$ cat src/rtl/reload_timer_pkg.sv
package reload_timer_pkg;

  localparam logic [7:0] OFS_CTRL   = 8'h00;
  localparam logic [7:0] OFS_IEN    = 8'h0C;
  localparam logic [7:0] OFS_STAT   = 8'h10;
  localparam logic [7:0] OFS_EVGEN  = 8'h14;
  localparam logic [7:0] OFS_PSC    = 8'h28;
  localparam logic [7:0] OFS_RELOAD = 8'h2C;

  localparam int BIT_RUN      = 0;
  localparam int BIT_ONESHOT  = 3;
  localparam int BIT_BUFFERED = 7;

  typedef struct packed {
    logic buffered;
    logic oneshot;
    logic run;
  } ctrl_t;

  function automatic ctrl_t ctrl_unpack(input logic [31:0] w);
    ctrl_t c;
    c.run      = w[BIT_RUN];
    c.oneshot  = w[BIT_ONESHOT];
    c.buffered = w[BIT_BUFFERED];
    return c;
  endfunction

  function automatic logic [31:0] ctrl_pack(input ctrl_t c);
    logic [31:0] w;
    w = '0;
    w[BIT_RUN]      = c.run;
    w[BIT_ONESHOT]  = c.oneshot;
    w[BIT_BUFFERED] = c.buffered;
    return w;
  endfunction

  // Overflow test: reached or passed the limit (a lowered limit still wraps)
  function automatic logic at_limit(input logic [31:0] cnt, input logic [31:0] lim);
    return cnt >= lim;
  endfunction

  // Write-0-to-clear flag with set priority
  function automatic logic flag_next(input logic cur, input logic set,
                                     input logic wr, input logic wbit);
    if (set) return 1'b1;
    if (wr)  return cur & wbit;
    return cur;
  endfunction

endpackage

$ cat src/rtl/rt_regs.sv
module rt_regs
  import reload_timer_pkg::*;
#(
  parameter int CNT_W  = 16,
  parameter int PSC_W  = 16,
  parameter int ADDR_W = 8
) (
  input  logic              clk,
  input  logic              rst_n,
  input  logic              bus_sel,
  input  logic              bus_we,
  input  logic [ADDR_W-1:0] bus_addr,
  input  logic [31:0]       bus_wdata,
  input  logic              ovf_evt,
  input  logic              upd_evt,
  output ctrl_t             ctrl_q,
  output logic              uie_q,
  output logic              uif_q,
  output logic [PSC_W-1:0]  psc_buf_q,
  output logic [CNT_W-1:0]  arr_buf_q,
  output logic              ug_pulse,
  output logic              arr_now,
  output logic              ctrl_wr,
  output logic              stat_wr,
  output logic [31:0]       bus_rdata
);

  localparam logic [ADDR_W-1:0] A_CTRL   = ADDR_W'(OFS_CTRL);
  localparam logic [ADDR_W-1:0] A_IEN    = ADDR_W'(OFS_IEN);
  localparam logic [ADDR_W-1:0] A_STAT   = ADDR_W'(OFS_STAT);
  localparam logic [ADDR_W-1:0] A_EVGEN  = ADDR_W'(OFS_EVGEN);
  localparam logic [ADDR_W-1:0] A_PSC    = ADDR_W'(OFS_PSC);
  localparam logic [ADDR_W-1:0] A_RELOAD = ADDR_W'(OFS_RELOAD);

  logic wr;
  logic ien_wr, psc_wr, arr_wr, evg_wr;

  assign wr      = bus_sel && bus_we;
  assign ctrl_wr = wr && (bus_addr == A_CTRL);
  assign ien_wr  = wr && (bus_addr == A_IEN);
  assign stat_wr = wr && (bus_addr == A_STAT);
  assign evg_wr  = wr && (bus_addr == A_EVGEN);
  assign psc_wr  = wr && (bus_addr == A_PSC);
  assign arr_wr  = wr && (bus_addr == A_RELOAD);

  assign ug_pulse = evg_wr && bus_wdata[0];
  assign arr_now  = arr_wr && !ctrl_q.buffered;

  // Control: a software write wins over the one-shot self-stop
  always_ff @(posedge clk or negedge rst_n) begin
    if (!rst_n) begin
      ctrl_q <= '0;
    end else if (ctrl_wr) begin
      ctrl_q <= ctrl_unpack(bus_wdata);
    end else if (ovf_evt && ctrl_q.oneshot) begin
      ctrl_q.run <= 1'b0;
    end
  end

  always_ff @(posedge clk or negedge rst_n) begin
    if (!rst_n) begin
      uie_q     <= 1'b0;
      uif_q     <= 1'b0;
      psc_buf_q <= '0;
      arr_buf_q <= '0;
    end else begin
      if (ien_wr) uie_q <= bus_wdata[0];
      uif_q <= flag_next(uif_q, upd_evt, stat_wr, bus_wdata[0]);
      if (psc_wr) psc_buf_q <= bus_wdata[PSC_W-1:0];
      if (arr_wr) arr_buf_q <= bus_wdata[CNT_W-1:0];
    end
  end

  always_comb begin
    bus_rdata = '0;
    if (bus_sel && !bus_we) begin
      unique case (bus_addr)
        A_CTRL:   bus_rdata = ctrl_pack(ctrl_q);
        A_IEN:    bus_rdata = {31'b0, uie_q};
        A_STAT:   bus_rdata = {31'b0, uif_q};
        A_PSC:    bus_rdata = 32'(psc_buf_q);
        A_RELOAD: bus_rdata = 32'(arr_buf_q);
        default:  bus_rdata = '0;
      endcase
    end
  end

endmodule

$ cat src/rtl/rt_prescaler.sv
module rt_prescaler #(
  parameter int PSC_W = 16
) (
  input  logic             clk,
  input  logic             rst_n,
  input  logic             run,
  input  logic             upd_evt,
  input  logic [PSC_W-1:0] psc_buf,
  output logic             tick
);

  logic [PSC_W-1:0] psc_act_q;
  logic [PSC_W-1:0] phase_q;

  assign tick = run && (phase_q == psc_act_q);

  always_ff @(posedge clk or negedge rst_n) begin
    if (!rst_n) begin
      psc_act_q <= '0;
      phase_q   <= '0;
    end else if (upd_evt) begin
      psc_act_q <= psc_buf;
      phase_q   <= '0;
    end else if (tick) begin
      phase_q   <= '0;
    end else if (run) begin
      phase_q   <= phase_q + 1'b1;
    end
  end

endmodule

$ cat src/rtl/rt_counter.sv
module rt_counter
  import reload_timer_pkg::*;
#(
  parameter int CNT_W = 16
) (
  input  logic             clk,
  input  logic             rst_n,
  input  logic             tick,
  input  logic             ug_pulse,
  input  logic             arr_now,
  input  logic [CNT_W-1:0] arr_wdata,
  input  logic [CNT_W-1:0] arr_buf,
  output logic [CNT_W-1:0] cnt_q,
  output logic [CNT_W-1:0] arr_act_q,
  output logic             ovf
);

  logic upd;

  assign ovf = tick && at_limit(32'(cnt_q), 32'(arr_act_q));
  assign upd = ovf || ug_pulse;

  always_ff @(posedge clk or negedge rst_n) begin
    if (!rst_n) begin
      cnt_q <= '0;
    end else if (upd) begin
      cnt_q <= '0;
    end else if (tick) begin
      cnt_q <= cnt_q + 1'b1;
    end
  end

  // Direct write first; otherwise the buffered limit moves over at an update
  always_ff @(posedge clk or negedge rst_n) begin
    if (!rst_n) begin
      arr_act_q <= '0;
    end else if (arr_now) begin
      arr_act_q <= arr_wdata;
    end else if (upd) begin
      arr_act_q <= arr_buf;
    end
  end

endmodule

$ cat src/rtl/reload_timer.sv
module reload_timer
  import reload_timer_pkg::*;
#(
  parameter int CNT_W  = 16,
  parameter int PSC_W  = 16,
  parameter int ADDR_W = 8
) (
  input  logic              clk,
  input  logic              rst_n,
  input  logic              bus_sel,
  input  logic              bus_we,
  input  logic [ADDR_W-1:0] bus_addr,
  input  logic [31:0]       bus_wdata,
  output logic [31:0]       bus_rdata,
  output logic              irq_o
);

  ctrl_t            ctrl_w;
  logic             uie_w, uif_w;
  logic [PSC_W-1:0] psc_buf_w;
  logic [CNT_W-1:0] arr_buf_w, arr_act_w, cnt_w;
  logic             ug_w, arr_now_w, ctrl_wr_w, stat_wr_w;
  logic             tick_w, ovf_w, upd_w;
  logic             run_w, oneshot_w;

  assign upd_w     = ovf_w || ug_w;
  assign run_w     = ctrl_w.run;
  assign oneshot_w = ctrl_w.oneshot;

  rt_regs #(.CNT_W(CNT_W), .PSC_W(PSC_W), .ADDR_W(ADDR_W)) regs_i (
    .clk       (clk),
    .rst_n     (rst_n),
    .bus_sel   (bus_sel),
    .bus_we    (bus_we),
    .bus_addr  (bus_addr),
    .bus_wdata (bus_wdata),
    .ovf_evt   (ovf_w),
    .upd_evt   (upd_w),
    .ctrl_q    (ctrl_w),
    .uie_q     (uie_w),
    .uif_q     (uif_w),
    .psc_buf_q (psc_buf_w),
    .arr_buf_q (arr_buf_w),
    .ug_pulse  (ug_w),
    .arr_now   (arr_now_w),
    .ctrl_wr   (ctrl_wr_w),
    .stat_wr   (stat_wr_w),
    .bus_rdata (bus_rdata)
  );

  rt_prescaler #(.PSC_W(PSC_W)) psc_i (
    .clk     (clk),
    .rst_n   (rst_n),
    .run     (run_w),
    .upd_evt (upd_w),
    .psc_buf (psc_buf_w),
    .tick    (tick_w)
  );

  rt_counter #(.CNT_W(CNT_W)) cnt_i (
    .clk       (clk),
    .rst_n     (rst_n),
    .tick      (tick_w),
    .ug_pulse  (ug_w),
    .arr_now   (arr_now_w),
    .arr_wdata (bus_wdata[CNT_W-1:0]),
    .arr_buf   (arr_buf_w),
    .cnt_q     (cnt_w),
    .arr_act_q (arr_act_w),
    .ovf       (ovf_w)
  );

  assign irq_o = uif_w && uie_w;

endmodule

$ cat config.mk
export PLATFORM = sky130hd
export DESIGN_NAME = reload_timer
export DESIGN_NICKNAME = d
export VERILOG_FILES = /design/src/rtl/reload_timer_pkg.sv /design/src/rtl/rt_regs.sv /design/src/rtl/rt_prescaler.sv /design/src/rtl/rt_counter.sv /design/src/rtl/reload_timer.sv
export SDC_FILE = /design/constraint.sdc
export NUM_CORES = 1
export LEC_CHECK = 0
export CORE_AREA = 2 2 118 120
export DETAILED_ROUTE_END_ITERATION = 10
export DIE_AREA = 0 0 120 122
export GPL_ROUTABILITY_DRIVEN = 0
export PLACE_DENSITY = 0.75
export SLEW_MARGIN = 20
export SYNTH_ARGS = -nofsm -noshare
export SYNTH_HDL_FRONTEND = slang
export SYNTH_SLANG_ARGS = --single-unit
$ cat constraint.sdc
create_clock -name clk -period 5 [get_ports clk]
set_clock_uncertainty 0.1 [all_clocks]
set_input_delay 0.75 -clock clk [delete_from_list [all_inputs] [get_ports clk]]
set_output_delay 0.75 -clock clk [all_outputs]
set_load 0.005 [all_outputs]
* Word-level counts from Yosys, hierarchy flattened
Cells that the tools add are included.
** Storage, ports and cells
- Register bits :: 101
- Input port bits :: 44
- Logic and storage cells :: 62
** Cells by class
- Add/subtract/negate cells :: 2
- Order comparisons :: 1
- Equal/unequal tests :: 6
- Multiplexer cells :: 18
- Bitwise gates (word level) :: 1
- Reduce and logical (&&, ||, !) cells :: 23
** Operator list (count)
- $mux 16 :: 7
- $pmux 16 s5 :: 1
- $add 16x1->16 const B :: 2
- $mux 32 :: 1
- $eq 16x16->1 :: 1
- $eq 8x5->1 const B :: 2
- $eq 8x6->1 const B :: 2
- $ge 16x16->1 :: 1
- $logic_and 1x1->1 :: 14
- $mux 1 :: 9
- $eq 8x4->1 const B :: 1
- $logic_not 8->1 :: 1
- $reduce_bool 2->1 :: 4
- $reduce_bool 3->1 :: 1
- $logic_not 1->1 :: 2
- $and 1x1->1 :: 1
- $logic_or 1x1->1 :: 1

* Longest topological paths before layout
- Word-level depth :: 8
- Mapped depth :: 11
- Mapped depth without buffers :: 8

* Cells and area by module
Synthesis repeated with hierarchy kept, for this count alone.
** Second synthesis, totals
- Cells, all modules :: 506
- Area, all modules :: 5768.0 µm²
** By module, submodules not included
- rt_counter :: times used 1, cells an instance 188, area each 2075.7 µm², seq. area each 800.8 µm²
- rt_regs :: times used 1, cells an instance 164, area each 2021.9 µm², seq. area each 925.9 µm²
- rt_prescaler :: times used 1, cells an instance 152, area each 1657.8 µm², seq. area each 800.8 µm²
- reload_timer :: times used 1, cells an instance 2, area each 12.5 µm², seq. area each 0.0 µm²

* Least setup slack after synthesis
OpenSTA, ideal clock, no wires.
- Kind :: flip-flop to flip-flop
- From :: register psc_i.phase_q[4]
- To :: register psc_i.psc_act_q[0]
- Setup time :: 0.127 ns
- Arrival time :: 2.818 ns
- Setup slack :: 1.954 ns
- Stages on the path, launching flop included :: 11
- Buffers on the path :: 4
- Clock period less this slack :: 3.046 ns
- Cells stage by stage :: dfrtp_1 > buf_6 > xor2_1 > or4_1 > or4b_1 > buf_2 > a211oi_4 > or2_1 > buf_4 > buf_6 > mux2_1
** Between the ends
- Word-level cells in the longest chain between the ends :: 4
** RTL lines
- start: declaration :: RTL line rt_prescaler.sv:13 : logic [PSC_W-1:0] phase_q;
- start signal: assignment :: RTL line rt_prescaler.sv:27 : phase_q <= phase_q + 1'b1;
- $eq 16x16->1 :: RTL line rt_prescaler.sv:15 : assign tick = run && (phase_q == psc_act_q);
- $logic_and 1x1->1 :: RTL line rt_prescaler.sv:15
- $logic_and 1x1->1 :: RTL line rt_counter.sv:20 : assign ovf = tick && at_limit(32'(cnt_q), 32'(arr_act_q));
- $logic_or 1x1->1 :: RTL line reload_timer.sv:26 : assign upd_w = ovf_w || ug_w;
- end signal: assignment :: RTL line rt_prescaler.sv:22 : psc_act_q <= psc_buf;
- end: declaration :: RTL line rt_prescaler.sv:12 : logic [PSC_W-1:0] psc_act_q;
No other way between the ends.
A chain may end at the register's enable or synchronous reset.

* Worst setup path after layout
- From :: input port bus_addr[2]
- To :: output port bus_rdata[5]
** Between the ends
- Word-level cells in the longest chain between the ends :: 3
- Elaborated cells between the ends (all ways) :: 7
- Those cells by class :: eq/ne (4); mux (2); reduce/logical (1)
** RTL lines
- start: declaration :: RTL line reload_timer.sv:12 : input logic [ADDR_W-1:0] bus_addr,
- $eq 8x6->1, or another cell as far along :: RTL line rt_regs.sv:77 : unique case (bus_addr)
- $pmux 16 s5 (*) :: RTL line rt_regs.sv:77
- $mux 32 (*) :: RTL line rt_regs.sv:76 : if (bus_sel && !bus_we) begin
- end: declaration :: RTL line reload_timer.sv:14 : output logic [31:0] bus_rdata,
Mark *: on every way between the ends. The rest lies on a longest branch, timed or not.

==> impl_metrics.yaml <==
yosys:
  netlist_area_sq_mm: 0.00586
  syn_inst: 585
  seq_area_frac_synth_pct: 43.1
  synth_enable_flop_cells: 0
  synth_warnings: 0
  synth_cell_types: 52
  synth_ff_type: "dfrtp_1"
  synth_top_cell_by_area: "dfrtp_1"
  ys_seq_elements: 101
  avgSynthCellArea_sq_um: 10.0
  synthTopCellsByArea: "dfrtp_1, mux2_2, ha_1"
  async_flop_share_pct: 100
  yosysTopAreaCellShare_pct: 43.1
sta:
  worst_pin_slew_ps: 986
  hold_viol: 0
  fin_ws_ps: 930
  slew_violations: 0
  tns_ps: 0
  hold_ws_ps: 417
  post-route-period-util_pct: 81.4
  relSlewSlack_pct: 33.8
  setup_viol: 0
  rsz0062_at_grt: "false"
  fin_crit_ps: 4070
  max_freq_ghz: 0.246
critical_path:
  cpLargestDelayFamily: "buffers and inverters"
  max_stage_delay_ps: 520
  worstPathArrival_ps: 3220
  critPathSlowestCell: "clkdlybuf4s50_1"
  end_kind: "output pin"
  start_kind: "primary input"
  path_buf_inv: 3
  crit_top_cell: "clkdlybuf4s50_1"
  critPathKind: "primary input to output pin"
  cp_cell_sequence: "clkdlybuf4s50_1 > buf_4 > o21ai_0 > o31ai_1 > nand4b_1 > nand2b_1 > nor2_1 > clkdlybuf4s50_1"
  crit_required_ps: 4150
  crit_fanout: 22
finish:
  post-route-cell-area_sq_mm: 0.00669
  layout-drive-gt1-share_pct: 13.8
  final_cell_mix: "dfrtp_1, nand2_1, mux2_2"
  final_util_pct: 49.5
  layout_commonest_cell: "dfrtp_1"
  num-nets-final: 679
  stdcell_count: 802
  area_delta_synth_final_pct: 14.2
  diodes: 0
clock_network:
  cts_tree: "done"
  numClockSinks: 101
  h-tree-depth: 3
  cts_buffers: 9
  cts_resized: 0
  clockBufferDepth: 2
  holdBufCountCts: 0
  insertion_delay_ps: 350
  cts_setup_buffers: 0
  cts-root-buf: "clkbuf_16"
  clkTransAtPathRegs_ps: 70
floorplanning:
  core-area_sq_mm: 0.0135
  io_pins: 77
  die_h_um: 122
  die_w_um: 120
  dieArea_sq_mm: 0.0146
  start_util_pct: 43.4
  rows: 43
routing:
  drc: 0
  dr_total_vias: 4641
  wire_per_inst_um: 17.5
  via_per_inst: 5.79
  drtIter0Drc: 282
  drt_first_pass_iters: 5
  drt_wl_total_mm: 14.0
  antenna_left: 0
global_route:
  antenna_found_initial: 0
  grt_pass1_vias: 4543
  grt_usage_pct: 20.0
  grt.overflow.total: 0
  grt_pass1_wl_mm: 23.4
  grt_max_degree: 76
power:
  power_mw: 2.09
  p_per_area_mw_per_mm2: 313
  leakage_nw: 2.90
  peakVddDrop_mv: 0.223
place:
  pre_cts_slack_ps: 896
  dpl.hpwl_mm: 9.65
  place_inst: 786
  dpl_cell_area_sq_mm: 0.00638
  port-buffer-count: 44
min_path:
  hold_path.class: "flip-flop to flip-flop"
outcome:
  status: "finished, final reports clean"
flow_run:
  drv_cap: 0
routing by layer:
layer	wire (um)	GRT usage [%]	part of all wire, %
met1	6050	26.6	43
met2	6930	33.9	49
met3	772	2.43	5.5
met4	251	6.99	1.8
met5	0	0	0
where the power goes:
part	internal [mW]	switching, mW
Sequential	0.894	0.132
Combinational	0.156	0.183
Clock	0.397	0.333
cells by family after synthesis:
logic type / share of synthesized area, %
DFF: 43.1
AOI/OAI and AO/OA: 8.86
buffers and inverters: 5.72
xor gates and xnor gates: 4.49
other: 0.0640
and+or+nand+nor: 18.0
muxes: 15.8
adders and majority gates: 3.84
cell usage after synthesis (2+ instances only):
| cell | n |
|---|---|
| nor2_1 | 42 |
| nand3_1 | 31 |
| a2bb2oi_1 | 2 |
| nand2b_1 | 4 |
| a21o_1 | 4 |
| and3_1 | 12 |
| xor2_1 | 21 |
| nor4_1 | 7 |
| clkbuf_1 | 21 |
| and2_1 | 4 |
| a22oi_1 | 18 |
| mux2_1 | 14 |
| mux2_2 | 55 |
| inv_1 | 18 |
| nand4_1 | 12 |
| or4_1 | 8 |
| o21ai_0 | 14 |
| ha_1 | 18 |
| nand3b_1 | 5 |
| o22ai_1 | 4 |
| a32o_1 | 2 |
| dfrtp_1 | 101 |
| nor3_1 | 9 |
| nand2_1 | 56 |
| buf_1 | 2 |
| mux2i_1 | 15 |
| a32oi_1 | 2 |
| a21boi_0 | 2 |
| buf_4 | 19 |
| and4_1 | 6 |
| xnor2_1 | 9 |
| or3_1 | 5 |
| a21oi_1 | 22 |
| buf_6 | 3 |
worst reg2reg max path, cell delays in order, from the launching register on:
cell and delay [ps]:
dfrtp_1 480, xor2_1 200, or4_1 530, or4b_1 690
a211oi_4 290, or2_1 780, buf_4 350, nor2_1 70
state kept, by name, summed over array words and instances, names as in the netlist:
signal and count:
psc_i.psc_act_q 16, cnt_i.arr_act_q 16, regs_i.psc_buf_q 16, regs_i.uie_q 1, regs_i.ctrl_q 3, regs_i.uif_q 1, regs_i.arr_buf_q 16, psc_i.phase_q 16
cnt_i.cnt_q 16
path summary, 6_finish.rpt:
check	from	to	slack [ps]	cells after the start
max in group asynchronous	rst_n	cnt_i.cnt_q[15]	3400	2
setup reg to reg	psc_i.phase_q[4]	cnt_i.cnt_q[15]	1390	7
hold reg to reg	regs_i.psc_buf_q[3]	psc_i.psc_act_q[3]	420	1
min in group asynchronous	rst_n	regs_i.psc_buf_q[1]	430	1
hold / removal	regs_i.psc_buf_q[3]	psc_i.psc_act_q[3]	420	1
setup / recovery	bus_addr[2]	bus_rdata[5]	930	8
final cells by class:
type | instances | area, sq um
fill | 1213 | 6820
multi-input combinational | 435 | 3060
sequential | 101 | 2530
timing repair buffer | 52 | 498
clock buffer | 9 | 225
tap | 180 | 225
clock inverter | 7 | 82.6
inverter | 18 | 67.6
Note: power is estimated with default switching activity, not from simulation.
